`config.mk`:
```
export PLATFORM = sky130hd
export DESIGN_NAME = uart_rx_status
export DESIGN_NICKNAME = d
export VERILOG_FILES = /design/src/rtl/uart_rx_pkg.sv /design/src/rtl/uart_rx_frame.sv /design/src/rtl/uart_rx_store.sv /design/src/rtl/uart_rx_status.sv
export SDC_FILE = /design/constraint.sdc
export NUM_CORES = 1
export LEC_CHECK = 0
export BUFFER_PORTS_ARGS = -buffer_cell sky130_fd_sc_hd__buf_2
export CORE_MARGIN = 1.5
export CORE_UTILIZATION = 44
export CTS_BUF_LIST = sky130_fd_sc_hd__clkbuf_8
export CTS_CLUSTER_DIAMETER = 80
export CTS_CLUSTER_SIZE = 16
export DETAILED_ROUTE_END_ITERATION = 10
export GPL_TIMING_DRIVEN = 0
export PLACE_DENSITY = 0.66
export SETUP_SLACK_MARGIN = 0.05
export SLEW_MARGIN = 15
export SYNTH_ARGS = -nofsm -noshare
export SYNTH_HDL_FRONTEND = slang
export SYNTH_SLANG_ARGS = --single-unit
```
`constraint.sdc`:
```
create_clock -name clk -period 5.25 [get_ports clk]
set_clock_uncertainty 0.2 [all_clocks]
set_input_delay 0.2625 -clock clk [delete_from_list [all_inputs] [get_ports clk]]
set_output_delay 0.2625 -clock clk [all_outputs]
set_load 0.01 [all_outputs]
```
`src/rtl/uart_rx_pkg.sv`:
```
package uart_rx_pkg;

    localparam int unsigned BYTE_W = 8;

    typedef enum logic [1:0] {
        PAR_NONE = 2'b00,
        PAR_SKIP = 2'b01,
        PAR_EVEN = 2'b10,
        PAR_ODD  = 2'b11
    } par_mode_e;

    typedef enum logic [2:0] {
        FS_IDLE,
        FS_START,
        FS_DATA,
        FS_PAR,
        FS_STOP
    } frm_state_e;

    typedef struct packed {
        logic [BYTE_W-1:0] data;
        logic              par_err;
        logic              frm_err;
    } frame_res_t;

    typedef struct packed {
        logic pe;
        logic fe;
        logic ove;
    } err_flags_t;

    // Mismatch only when parity is checked (mode bit 1 set); bit 0 selects odd.
    function automatic logic par_fail(logic [BYTE_W-1:0] d, logic pbit, par_mode_e mode);
        return mode[1] & (^d ^ pbit ^ mode[0]);
    endfunction

endpackage

```
`src/rtl/uart_rx_frame.sv`:
```
module uart_rx_frame
    import uart_rx_pkg::*;
#(
    parameter int unsigned OSR = 16
) (
    input  logic       clk,
    input  logic       rst,
    input  logic       en,
    input  logic       tick,
    input  logic       rxd,
    input  par_mode_e  par_mode,
    input  logic       short_data,
    output logic       frm_done,
    output frame_res_t frm_res
);

    localparam int unsigned CNT_W = $clog2(OSR);
    localparam logic [CNT_W-1:0] HALF = CNT_W'(OSR / 2 - 1);
    localparam logic [CNT_W-1:0] LAST = CNT_W'(OSR - 1);
    localparam int unsigned IDX_W = $clog2(BYTE_W);

    frm_state_e        st;
    logic [CNT_W-1:0]  cnt;
    logic [IDX_W-1:0]  idx;
    logic [BYTE_W-1:0] sh;
    logic              pbit;
    logic [IDX_W-1:0]  last_idx;
    logic [BYTE_W-1:0] assembled;

    assign last_idx  = short_data ? IDX_W'(BYTE_W - 2) : IDX_W'(BYTE_W - 1);
    assign assembled = short_data ? {1'b0, sh[BYTE_W-1:1]} : sh;

    always_ff @(posedge clk) begin
        if (rst || !en) begin
            st       <= FS_IDLE;
            cnt      <= '0;
            idx      <= '0;
            sh       <= '0;
            pbit     <= 1'b0;
            frm_done <= 1'b0;
            frm_res  <= '0;
        end else begin
            frm_done <= 1'b0;
            if (tick) begin
                case (st)
                    FS_IDLE: begin
                        if (!rxd) begin
                            st  <= FS_START;
                            cnt <= '0;
                        end
                    end
                    FS_START: begin
                        if (cnt == HALF) begin
                            cnt <= '0;
                            idx <= '0;
                            st  <= rxd ? FS_IDLE : FS_DATA;
                        end else begin
                            cnt <= cnt + 1'b1;
                        end
                    end
                    FS_DATA: begin
                        if (cnt == LAST) begin
                            cnt <= '0;
                            sh  <= {rxd, sh[BYTE_W-1:1]};
                            idx <= idx + 1'b1;
                            if (idx == last_idx)
                                st <= (par_mode == PAR_NONE) ? FS_STOP : FS_PAR;
                        end else begin
                            cnt <= cnt + 1'b1;
                        end
                    end
                    FS_PAR: begin
                        if (cnt == LAST) begin
                            cnt  <= '0;
                            pbit <= rxd;
                            st   <= FS_STOP;
                        end else begin
                            cnt <= cnt + 1'b1;
                        end
                    end
                    FS_STOP: begin
                        if (cnt == LAST) begin
                            cnt              <= '0;
                            st               <= FS_IDLE;
                            frm_done         <= 1'b1;
                            frm_res.data     <= assembled;
                            frm_res.par_err  <= par_fail(assembled, pbit, par_mode);
                            frm_res.frm_err  <= !rxd;
                        end else begin
                            cnt <= cnt + 1'b1;
                        end
                    end
                    default: st <= FS_IDLE;
                endcase
            end
        end
    end

endmodule

```
`src/rtl/uart_rx_store.sv`:
```
module uart_rx_store
    import uart_rx_pkg::*;
(
    input  logic              clk,
    input  logic              rst,
    input  logic              en,
    input  logic              frm_done,
    input  frame_res_t        frm_res,
    input  logic              stat_rd,
    input  logic              buf_rd,
    output err_flags_t        flags,
    output logic [BYTE_W-1:0] rx_byte,
    output logic              buf_full,
    output logic              rx_done
);

    logic still_full;
    logic accept;

    // A read in the same cycle frees the slot before the new byte is judged.
    assign still_full = buf_full & ~buf_rd;
    assign accept     = frm_done & ~still_full;

    always_ff @(posedge clk) begin
        if (rst) begin
            flags    <= '0;
            rx_byte  <= '0;
            buf_full <= 1'b0;
            rx_done  <= 1'b0;
        end else if (!en) begin
            flags    <= '0;
            buf_full <= 1'b0;
            rx_done  <= 1'b0;
        end else begin
            rx_done   <= accept;
            buf_full  <= frm_done | still_full;
            if (accept)
                rx_byte <= frm_res.data;
            flags.ove <= (flags.ove & ~stat_rd) | (frm_done & still_full);
            flags.pe  <= (flags.pe  & ~stat_rd) | (frm_done & frm_res.par_err);
            flags.fe  <= (flags.fe  & ~stat_rd) | (frm_done & frm_res.frm_err);
        end
    end

endmodule

```
`src/rtl/uart_rx_status.sv`:
```
module uart_rx_status
    import uart_rx_pkg::*;
#(
    parameter int unsigned OSR = 16
) (
    input  logic       clk,
    input  logic       rst,
    input  logic       pwr_en,
    input  logic       rx_en,
    input  logic       baud_tick,
    input  logic       rxd,
    input  logic [1:0] parity_mode,
    input  logic       short_data,
    input  logic       stat_rd,
    input  logic       buf_rd,
    output logic [7:0] status_q,
    output logic [7:0] rxbuf_q,
    output logic       rx_done
);

    logic       en;
    logic       frm_done;
    frame_res_t frm_res;
    err_flags_t flags;
    logic       buf_full;

    assign en = pwr_en & rx_en;

    uart_rx_frame #(.OSR(OSR)) i_frame (
        .clk        (clk),
        .rst        (rst),
        .en         (en),
        .tick       (baud_tick),
        .rxd        (rxd),
        .par_mode   (par_mode_e'(parity_mode)),
        .short_data (short_data),
        .frm_done   (frm_done),
        .frm_res    (frm_res)
    );

    uart_rx_store i_store (
        .clk      (clk),
        .rst      (rst),
        .en       (en),
        .frm_done (frm_done),
        .frm_res  (frm_res),
        .stat_rd  (stat_rd),
        .buf_rd   (buf_rd),
        .flags    (flags),
        .rx_byte  (rxbuf_q),
        .buf_full (buf_full),
        .rx_done  (rx_done)
    );

    assign status_q = {5'b00000, flags.pe, flags.fe, flags.ove};

endmodule

```
Word-level counts from Yosys, hierarchy flattened
Index checks and enable logic that the tools add are counted.
{"block": "totals", "regBits": 43, "mem_count": 0, "romBits": 0, "latchBits": 0, "word_cells": 89, "ram_bits": 0}
{"block": "op_classes", "mux": 19, "shifts": 0, "addsub": 2, "n_lt_le_gt_ge": 0, "reduce_logical": 18, "div_mod_pow": 0, "n_bitwise": 22, "n_eq_ne": 13, "n_mul": 0}
{"op": "3-bit two-way mux", "n": 9}
{"op": "3-bit one-hot mux with 5 select lines", "n": 1}
{"op": "4-bit two-way mux", "n": 3}
{"op": "4-bit one-hot mux with 3 select lines", "n": 1}
{"op": "3-bit AND reduction", "n": 4}
{"op": "1-bit bitwise AND", "n": 10}
{"op": "2-bit by 1-bit != test with 1-bit output, second input constant", "n": 5}
{"op": "8-bit two-way mux", "n": 1}
{"op": "8-bit parity", "n": 1}
{"op": "7-bit AND reduction", "n": 1}
{"op": "3-bit by 2-bit equality test with 1-bit output, second input constant", "n": 2}
{"op": "1-bit inverter", "n": 6}
{"op": "3-bit one-hot mux with 2 select lines", "n": 1}
{"op": "3-bit OR reduction", "n": 2}
{"op": "4-bit by 1-bit adder with 4-bit output, second input constant", "n": 1}
{"op": "4-bit by 3-bit equality test with 1-bit output, second input constant", "n": 1}
{"op": "4-bit equality test, second input constant", "n": 1}
{"op": "1-bit OR", "n": 4}
{"op": "4-bit AND reduction", "n": 1}
{"op": "3-bit by 1-bit adder with 3-bit output, second input constant", "n": 1}
{"op": "3-bit by 1-bit equality test with 1-bit output, second input constant", "n": 1}
{"op": "3-bit equality test", "n": 1}
{"op": "3-bit equality test, second input constant", "n": 1}
{"op": "3-bit zero test", "n": 1}
{"op": "11 further kinds", "n": 14}

Longest topological paths before layout
Gate-level depths: netlist of the first run.
{"block": "depth", "word_depth": 5, "depth_mapped": 7, "ltp_nobuf": 6}

Cells and area by module
A second synthesis of the first run with hierarchy kept.
{"block": "hier_totals", "hier_cells": 234, "area_unflattened_um2": 2160.8}
{"mod": "uart_rx_frame", "cells_per_inst": 175, "seq_area_each_um2": 600.6, "area_each_um2": 1576.5, "n_inst": 1}
{"mod": "uart_rx_store", "cells_per_inst": 52, "seq_area_each_um2": 260.2, "area_each_um2": 536.8, "n_inst": 1}
{"mod": "uart_rx_status", "cells_per_inst": 7, "seq_area_each_um2": 0.0, "area_each_um2": 47.5, "n_inst": 1}

Worst setup path after synthesis of the first run
No wires, ideal clock.
{"block": "synth_path", "path_type": "flip-flop to flip-flop", "start": "reg i_frame.cnt[0]", "end": "reg i_frame.st[0]", "setup_slack_ns": 3.265, "setup_time_ns": 0.071, "path_stages_with_launch": 7, "path_buffers": 0, "synth_period_minus_slack_ns": 1.985, "arrival_time_ns": 1.714, "path_cell_list": "dfxtp_1 ha_1 nand3b_1 a221oi_2 o2111ai_2 or4b_1 a21oi_1"}
{"block": "synth_via", "elab_chain_len": 3}
{"item": "start, declared", "line_no": "uart_rx_frame.sv:23", "text": "logic [CNT_W-1:0] cnt;"}
{"item": "start signal, assigned", "line_no": "uart_rx_frame.sv:58", "text": "cnt <= cnt + 1'b1;"}
{"item": "start signal, assigned", "line_no": "uart_rx_frame.sv:69", "text": "cnt <= cnt + 1'b1;"}
{"item": "start signal, assigned", "line_no": "uart_rx_frame.sv:78", "text": "cnt <= cnt + 1'b1;"}
{"item": "4-bit equality test or 4-bit by 3-bit equality test with 1-bit output (tied branches)"}
{"item": "2-bit by 1-bit != test with 1-bit output (no source line)"}
{"item": "7-bit AND reduction (no source line) *"}
{"item": "end signal, assigned", "line_no": "uart_rx_frame.sv:56", "text": "st <= rxd ? FS_IDLE : FS_DATA;"}
{"item": "end signal, assigned", "line_no": "uart_rx_frame.sv:67", "text": "st <= (par_mode == PAR_NONE) ? FS_STOP : FS_PAR;"}
{"item": "end, declared", "line_no": "uart_rx_frame.sv:22", "text": "frm_state_e st;"}
Every way passes the cells marked *; elsewhere a longest branch is shown, timed or not.
A chain may end at the register's enable or synchronous reset.

Final worst setup path of the first run
Same ends and word-level chain as after synthesis.

==> flow_metrics.env, run 1 <==
export IMPL_outcome="finished clean"
export IMPL_total_power_uw=608
export IMPL_design_area_um2=2290
export IMPL_synth_edff_count=0
export IMPL_tns_ns=0
export IMPL_reg2reg_slack_ns=2.99
export IMPL_p_leak_nw=0.855
export IMPL_yosysSeqAreaShare=0.433
export IMPL_finalWorstSetupSlack_ns=2.99
export IMPL_row_count=24
export IMPL_worstReg2RegStart="i_frame.cnt[0]"
export IMPL_grt_pass1_wl_um=6940
export IMPL_cts_hold_buf=0
export IMPL_fillers=428
export IMPL_h_tree_depth=2
export IMPL_final_hold_viol_count=0
export IMPL_numCtsBuffers=5
export IMPL_nNetsFinal=266
export IMPL_drtIter0Drc=75
export IMPL_fmax_mhz=443
export IMPL_end_kind="register"
export IMPL_fin_crit_sh=0.430
export IMPL_cp_start_kind="register"
export IMPL_yosysTopAreaCellShare=0.433
export IMPL_power_density_nw_per_um2=266
export IMPL_routed_wl_um=3840
export IMPL_ir_drop_uv=168
export IMPL_crit_required_ns=5.28
export IMPL_postSynth_asyncResetShare=0
export IMPL_r2r_end="i_frame.st[0]"
export IMPL_finalSetupViolations=0
export IMPL_synthTopCellsByArea="dfxtp_1, mux2i_1, nor2_1"
export IMPL_io_pins=28
export IMPL_cts_setup_buffers=0
export IMPL_multi_input_area_um2=1030
export IMPL_min_path_type="in -> reg"
export IMPL_firstDrtPassIters=4
export IMPL_final_cell_mix="dfxtp_1, nor2_1, buf_2"
export IMPL_grt_overflow=0
export IMPL_initial_utilization=0.457
export IMPL_synth_seq_cells=43
export IMPL_ant_nets=0
export IMPL_syn2layout_area_growth_pct=15.0
export IMPL_synth_area_leader_cell="dfxtp_1"
export IMPL_core_um2=4350
export IMPL_via_count=1581
export IMPL_min_delay_path_depth=2
export IMPL_grt_total_usage=0.176
export IMPL_worst_pin_slew_ns=0.561
export IMPL_wl_per_cell_um=12.6
export IMPL_clock_latency_ns=0.30
export IMPL_hpwlAfterDp_um=2820
export IMPL_cap_violations=0
export IMPL_clkTransAtPathRegs_ns=0.08
export IMPL_ctsResizeCount=0
export IMPL_pre_cts_slack_ns=3.04
export IMPL_cp_data_arrival_time_ns=2.28
export IMPL_whs_endpoint="i_frame.frm_res[0]"
export IMPL_critPathKind="reg -> reg"
export IMPL_slew_headroom=0.622
export IMPL_cp_max_fo=6
export IMPL_synth_cells=221
export IMPL_die_h_um=70.2
export IMPL_syn_avg_cell_area_um2=9.00
export IMPL_gp_congestion=0.834
export IMPL_die_w_um=70.2
export IMPL_finalMaxSlewViolations=0
export IMPL_utilization=0.525
export IMPL_mostFrequentLayoutCell="dfxtp_1"
export IMPL_syn_area_um2=1990
export IMPL_yosysWarnings=0
export IMPL_finalCriticalPeriod_ns=2.26
export IMPL_grt_pass1_vias=1438
export IMPL_cts_tree="done"
export IMPL_rsz0062_at_grt="no"
export IMPL_clock_sinks=43
export IMPL_drc_errors=0
export IMPL_vias_per_cell=5.17
export IMPL_hold_path_startpoint="rxd"
export IMPL_io_buffers=21
export IMPL_dieArea_um2=4930
export IMPL_cts_buffer_depth=2
export IMPL_grt_max_degree=15
export IMPL_cts_root_buf="clkbuf_8"
export IMPL_regArea_um2=861
export IMPL_antenna_found_initial=0
export IMPL_synthFlopType="dfxtp_1"
export IMPL_drive_above_1_share=0.181
export IMPL_synth_cell_types=40
export IMPL_antenna_cells=0
export IMPL_place_area_um2=2170
export IMPL_r2r_cells=6
-- cell families after synthesis --
logic type                 after synthesis  share of synthesized area
xor gates and xnor gates                10                     0.0510
and+or+nand+nor                         91                      0.222
other                                    1                    0.00189
adders and majority gates                2                     0.0126
muxes                                   23                      0.116
AOI/OAI and AO/OA                       32                      0.110
DFF                                     43                      0.433
buffers and inverters                   19                     0.0541
-- synthesized netlist by cell type, drive strengths merged (2+ instances only) --
cell type	n
a211oi	8
a21oi	9
a22oi	3
and3	3
buf	12
clkbuf	5
dfxtp	43
ha	2
inv	2
mux2i	23
nand2	14
nand2b	3
nand3	6
nand3b	4
nor2	39
nor2b	4
nor3	6
o21ai	7
or2	2
or3	3
xnor2	8
-- flip-flops by register name, indices dropped and copies added, names as in the netlist --
| name | count |
|---|---|
| i_frame.sh | 8 |
| i_store.buf_full | 1 |
| i_frame.st | 3 |
| i_frame.idx | 3 |
| i_frame.pbit | 1 |
| i_frame.frm_done | 1 |
| i_store.rx_byte | 8 |
| i_frame.frm_res | 10 |
| i_store.flags | 3 |
| i_frame.cnt | 4 |
| i_store.rx_done | 1 |
-- how the worst max path moves through the flow --
stage                    from             to  cells past startpoint
2_1_floorplan  i_frame.cnt[0]  i_frame.st[0]                      6
3_3_place_gp   i_frame.cnt[0]  i_frame.sh[5]                      6
3_5_place_dp   i_frame.cnt[0]  i_frame.sh[5]                      6
4_1_cts        i_frame.cnt[0]  i_frame.sh[5]                      6
5_1_grt        i_frame.cnt[0]  i_frame.sh[2]                      6
6_report       i_frame.cnt[0]  i_frame.st[0]                      6
-- area by class of cell --
type / instances / area share
Multi-Input combinational cell: 163 / 0.453
Sequential cell: 43 / 0.377
Timing Repair Buffer: 21 / 0.0460
Buffer: 17 / 0.0438
Clock buffer: 5 / 0.0301
Tap cell: 52 / 0.0285
Clock inverter: 3 / 0.0192
Inverter: 2 / 0.00328
-- per-stage QoR --
stage / std cells / hold WS (ns)
finish: 306 / 0.0314
global route: 306 / 0.0433
CTS: 306 / 0.0245
detailed placement: 298 / 0.265
global placement: 298 / 0.250
floorplan: 225 / 0.158
-- per-layer routing --
metal | track usage | wire (µm) | vias up
met5 | 0 | 0 | -
met4 | 0.0705 | 75 | 0
met3 | 0.0491 | 176 | 7
met2 | 0.258 | 1580 | 37
met1 | 0.245 | 2010 | 715
li1 | - | - | 822
-- power by group --
group | total (mW) | leakage [nW] | internal [mW] | switching, mW
clock network | 0.255 | 0.0581 | 0.142 | 0.113
logic | 0.0273 | 0.450 | 0.0114 | 0.0160
registers | 0.326 | 0.346 | 0.326 | 0.000151
-- critical path, cell delays in order (launching register included) --
cell and delay (ns):
dfxtp_1 0.40, ha_1 0.25, nand3b_1 0.14, a221oi_2 0.35
o2111ai_2 0.21, or4b_1 0.50, a21oi_1 0.13
(Power assumes the default switching activity.)
==> inputs of run 2 (changes only) <==
==> constraint.sdc (replaced) <==
create_clock -name clk -period 2.26 [get_ports clk]
set_clock_uncertainty 0.2 [all_clocks]
set_input_delay 0.113 -clock clk [delete_from_list [all_inputs] [get_ports clk]]
set_output_delay 0.113 -clock clk [all_outputs]
set_load 0.01 [all_outputs]
==> flow_metrics.env, run 2 (synthesis results as in run 1) <==
export IMPL_cp_max_fo=5
export IMPL_grt_overflow=0
export IMPL_ir_drop_uv=383
export IMPL_regMostFlops="i_frame.frm_res"
export IMPL_holdWs_ns=0.0263
export IMPL_ant_nets=0
export IMPL_syn2layout_area_growth_pct=21.2
export IMPL_finalCriticalPeriod_ns=2.13
export IMPL_finalSetupViolations=0
export IMPL_finalMaxSlewViolations=0
export IMPL_largest_reg_flops=10
export IMPL_clkTransAtPathRegs_ns=0.08
export IMPL_die_h_um=70.2
export IMPL_clock_latency_ns=0.30
export IMPL_via_count=1627
export IMPL_critPathKind="reg -> reg"
export IMPL_mostFrequentLayoutCell="dfxtp_1"
export IMPL_fmax_mhz=469
export IMPL_drc_errors=0
export IMPL_power_density_nw_per_um2=590
export IMPL_reg_largest_list="i_frame.frm_res x10, i_frame.sh x8, i_store.rx_byte x8"
export IMPL_grt_pass1_wl_um=7190
export IMPL_end_kind="register"
export IMPL_cap_violations=0
export IMPL_row_count=24
export IMPL_cp_data_arrival_time_ns=2.16
export IMPL_initial_utilization=0.457
export IMPL_firstDrtPassIters=4
export IMPL_antenna_cells=0
export IMPL_drtIter0Drc=61
export IMPL_wl_per_cell_um=12.7
export IMPL_final_hold_viol_count=0
export IMPL_min_path_type="in -> reg"
export IMPL_cp_start_kind="register"
export IMPL_total_power_mw=1.42
export IMPL_vias_per_cell=5.15
export IMPL_fillers=417
export IMPL_slew_headroom=0.649
export IMPL_outcome="finished clean"
export IMPL_routed_wl_um=4030
export IMPL_p_leak_nw=0.895
export IMPL_nNetsFinal=276
export IMPL_hpwlAfterDp_um=2820
export IMPL_cts_buffer_depth=2
export IMPL_place_area_um2=2170
export IMPL_worst_pin_slew_ns=0.526
export IMPL_design_area_um2=2410
export IMPL_io_pins=28
export IMPL_cts_root_buf="clkbuf_8"
export IMPL_rsz0062_at_grt="no"
export IMPL_cts_tree="done"
export IMPL_fin_crit_sh=0.943
export IMPL_die_w_um=70.2
export IMPL_io_buffers=21
export IMPL_clock_sinks=43
export IMPL_grt_pass1_vias=1511
export IMPL_tns_ns=0
export IMPL_grt_max_degree=15
export IMPL_gp_congestion=0.834
export IMPL_crit_required_ns=2.29
export IMPL_numCtsBuffers=5
export IMPL_dieArea_um2=4930
export IMPL_h_tree_depth=2
export IMPL_core_um2=4350
export IMPL_drive_above_1_share=0.205
export IMPL_final_cell_mix="dfxtp_1, nor2_1, buf_2"
export IMPL_grt_total_usage=0.183
export IMPL_antenna_found_initial=0
## run 2: cell count changes in the layout (fill, tap and decap cells not counted), moves of 2 or more
cell / delta
dfxtp_2: +2
dfxtp_1: -3
buf_4: +2
dlygate4sd3_1: +8
## run 2: worst max-delay path, cell delays in order (launching register included)
cell and delay, ns:
dfxtp_4 0.38, ha_4 0.16, nand3b_1 0.12, a221oi_2 0.35, o2111ai_2 0.22, or4b_1 0.52, a21oi_2 0.12
## run 2: stage by stage
| stage | instances | setup WS (ns) | util |
|---|---|---|---|
| finish | 316 | 0.128 | 0.553 |
| global route | 316 | 0.0439 | 0.553 |
| CTS | 315 | 0.0803 | 0.547 |
| detailed placement | 298 | 0.0519 | 0.499 |
| global placement | 298 | 0.0916 | 0.499 |
| floorplan | 225 | 0.275 | - |
## run 2: area by class of cell
| class | count | area [µm²] | share of cell area |
|---|---|---|---|
| buffer | 17 | 100 | 0.0415 |
| clock buffer | 5 | 68.8 | 0.0286 |
| clock inverter | 3 | 43.8 | 0.0182 |
| inverter | 2 | 7.51 | 0.00312 |
| multi-input combinational | 163 | 1060 | 0.439 |
| sequential | 43 | 867 | 0.360 |
| tap | 52 | 65.1 | 0.0270 |
| timing repair buffer | 31 | 200 | 0.0831 |
## run 2: repair_timing
| item | in CTS | in global routing |
|---|---|---|
| endpoints found under the setup margin | 9 | 11 |
| gates resized for setup | 3 | 5 |
| setup buffers | 1 | 1 |
| gates cloned | 0 | 0 |
| hold buffers | 8 | 0 |
| pin swaps | 1 | 2 |
| hold endpoints to repair | 11 | 0 |
## run 2: path summary, 6_finish.rpt
| check | start | end | slack, ns | cells after the start |
|---|---|---|---|---|
| worst max register to register | i_frame.cnt[0] | i_frame.st[0] | 0.13 | 6 |
| worst min register to register | i_frame.frm_res[1] | i_frame.frm_res[1] | 0.27 | 2 |
| worst max-delay path | i_frame.cnt[0] | i_frame.st[0] | 0.13 | 6 |
| worst min-delay path | baud_tick | i_frame.frm_done | 0.03 | 3 |
## run 2: report_power, final
group | total [mW] | switching, mW | internal, mW | leakage (nW)
sequential | 0.756 | 0.000330 | 0.756 | 0.348
combinational | 0.0744 | 0.0395 | 0.0349 | 0.489
clock | 0.591 | 0.262 | 0.329 | 0.0581
## run 2: layer usage
layer  up-vias  track usage  part of all wire
met5         -            0                 0
met4         0       0.0748             0.018
met3         7       0.0491             0.044
met2        36        0.274              0.43
met1       743        0.250              0.51
li1        841            -                 -
==> inputs of run 3 (changes only) <==
--- a/config.mk
+++ b/config.mk
@@ -6,14 +6,16 @@
 export NUM_CORES = 1
 export LEC_CHECK = 0
 export BUFFER_PORTS_ARGS = -buffer_cell sky130_fd_sc_hd__buf_2
+export CELL_PAD_IN_SITES_DETAIL_PLACEMENT = 1
+export CELL_PAD_IN_SITES_GLOBAL_PLACEMENT = 2
 export CORE_MARGIN = 1.5
-export CORE_UTILIZATION = 44
+export CORE_UTILIZATION = 36
 export CTS_BUF_LIST = sky130_fd_sc_hd__clkbuf_8
 export CTS_CLUSTER_DIAMETER = 80
 export CTS_CLUSTER_SIZE = 16
 export DETAILED_ROUTE_END_ITERATION = 10
 export GPL_TIMING_DRIVEN = 0
-export PLACE_DENSITY = 0.66
+export PLACE_DENSITY = 0.83
 export SETUP_SLACK_MARGIN = 0.05
 export SLEW_MARGIN = 15
 export SYNTH_ARGS = -nofsm -noshare
==> flow_metrics.env, run 3 (synthesis results as in run 1) <==
export IMPL_outcome="finished clean"
export IMPL_io_buffers=21
export IMPL_grt_util_met3=0.0357
export IMPL_switchingPower_uw=328
export IMPL_gp_congestion=0.814
export IMPL_hold_path_startpoint="baud_tick"
export IMPL_clock_latency_ns=0.31
export IMPL_finalCriticalPeriod_ns=2.18
export IMPL_design_area_um2=2480
export IMPL_clock_sinks=43
export IMPL_row_count=26
export IMPL_nNetsFinal=280
export IMPL_fin_crit_sh=0.965
export IMPL_dieArea_um2=5980
export IMPL_wl_per_cell_um=14.1
export IMPL_whs_endpoint="i_frame.frm_done"
export IMPL_grt_pass1_vias=1662
export IMPL_p_comb_frac=0.055
export IMPL_drive_above_1_share=0.224
export IMPL_r2r_end="i_frame.st[0]"
export IMPL_cp_data_arrival_time_ns=2.22
export IMPL_mostFrequentLayoutCell="dfxtp_1"
export IMPL_place_area_um2=2200
export IMPL_final_cell_mix="dfxtp_1, nor2_1, buf_2"
export IMPL_cp_start_kind="register"
export IMPL_min_delay_path_depth=3
export IMPL_seqPwrFrac=0.521
export IMPL_drc_errors=0
export IMPL_routed_wl_um=4780
export IMPL_grt_busiest_layer="met2"
export IMPL_finalMaxSlewViolations=0
export IMPL_end_kind="register"
export IMPL_power_density_nw_per_um2=585
export IMPL_grt_overflow=0
export IMPL_slew_headroom=0.610
export IMPL_worst_pin_slew_ns=0.585
export IMPL_vias_per_cell=4.94
export IMPL_rsz0062_at_grt="yes"
export IMPL_clockPowerShare=0.424
export IMPL_switching_share=0.226
export IMPL_cts_root_buf="clkbuf_8"
export IMPL_via_count=1671
export IMPL_p_int_mw=1.12
export IMPL_dp_cells=316
export IMPL_largest_reg_flops=10
export IMPL_drtIter0Drc=34
export IMPL_antenna_found_initial=0
export IMPL_reg_largest_list="i_frame.frm_res x10, i_frame.sh x8, i_store.rx_byte x8"
export IMPL_hpwlAfterDp_um=3480
export IMPL_cts_tree="done"
export IMPL_crit_required_ns=2.30
export IMPL_cts_buffer_depth=2
export IMPL_gr_usage_met2=0.278
export IMPL_numCtsBuffers=5
export IMPL_final_hold_viol_count=0
export IMPL_regMostFlops="i_frame.frm_res"
export IMPL_finalSetupViolations=0
export IMPL_syn2layout_area_growth_pct=24.5
export IMPL_p_leak_nw=0.918
export IMPL_grt_total_usage=0.173
export IMPL_total_power_mw=1.45
export IMPL_finalNonFillerCells=338
export IMPL_critPathKind="reg -> reg"
export IMPL_worstReg2RegStart="i_frame.cnt[0]"
export IMPL_clkTransAtPathRegs_ns=0.09
export IMPL_fmax_mhz=459
export IMPL_antenna_cells=0
export IMPL_grt_pass1_wl_um=8140
export IMPL_gr_usage_met1=0.227
export IMPL_cap_violations=0
export IMPL_die_h_um=77.3
export IMPL_core_um2=5200
export IMPL_cp_max_fo=5
export IMPL_firstDrtPassIters=4
export IMPL_ant_nets=0
export IMPL_die_w_um=77.3
export IMPL_reg2reg_slack_ns=0.08
export IMPL_ir_drop_uv=304
export IMPL_initial_utilization=0.382
export IMPL_min_path_type="in -> reg"
export IMPL_r2r_cells=6
export IMPL_io_pins=28
export IMPL_h_tree_depth=2
export IMPL_grt_max_degree=15
==> run 3: layer usage <==
metal	part of all wire	routed length, µm
met2	0.45	2150
met4	0.022	103
met1	0.50	2390
met5	0	0
met3	0.028	132
==> run 3: cell type report <==
class / count / area (µm²)
Fill cell: 634 / 2730
Multi-Input combinational cell: 163 / 1070
Sequential cell: 43 / 868
Timing Repair Buffer: 35 / 230
Buffer: 17 / 100
Tap cell: 70 / 87.6
Clock buffer: 5 / 68.8
Clock inverter: 3 / 43.8
Inverter: 2 / 7.51
==> run 3: power by group through the flow <==
stage,logic (mW),registers [mW],clock network [mW]
final,0.0798,0.755,0.615
after global routing,0.0882,0.755,0.664
after CTS,0.0756,0.758,0.632
after detailed placement,0.0659,0.775,0
after global placement,0.0645,0.775,0
after floorplan,0.0434,0.775,0
==> run 3: worst max path at each step <==
stage | start | cells past startpoint | slack [ns] | endpoint
after floorplan | i_frame.cnt[0] | 6 | 0.28 | i_frame.st[0]
after global placement | i_frame.cnt[0] | 6 | 0.06 | i_frame.st[0]
after detailed placement | i_frame.cnt[0] | 6 | 0.006 | i_frame.st[0]
after CTS | i_frame.cnt[1] | 7 | 0.06 | i_frame.st[2]
after global routing | i_frame.cnt[0] | 6 | -0.04 | i_frame.st[0]
final | i_frame.cnt[0] | 6 | 0.08 | i_frame.st[0]
==> run 3: metrics by stage <==
step	setup TNS, ns	setup slack (ns)	hold WS (ns)	util
detailed placement	0	0.00626	0.214	0.422
CTS	0	0.0561	0.0367	0.464
floorplan	0	0.275	0.00863	-
global placement	0	0.0577	0.210	0.422
global route	-0.0375	-0.0375	0.0557	0.476
finish	0	0.0791	0.0371	0.476
==> run 3: critical path, cell delays in order, from the launching register on <==
cell	delay [ns]
dfxtp_4	0.36
ha_4	0.15
nand3b_1	0.13
a221oi_2	0.35
o2111ai_2	0.20
or4b_4	0.58
a21oi_2	0.14
==> run 3: what timing repair did <==
item | CTS | global route
endpoints found under the hold margin | 12 | 0
setup buffers | 2 | 4
setup endpoints to repair | 10 | 12
gates resized for setup | 3 | 8
hold buffers | 8 | 0
pin swaps | 2 | 3
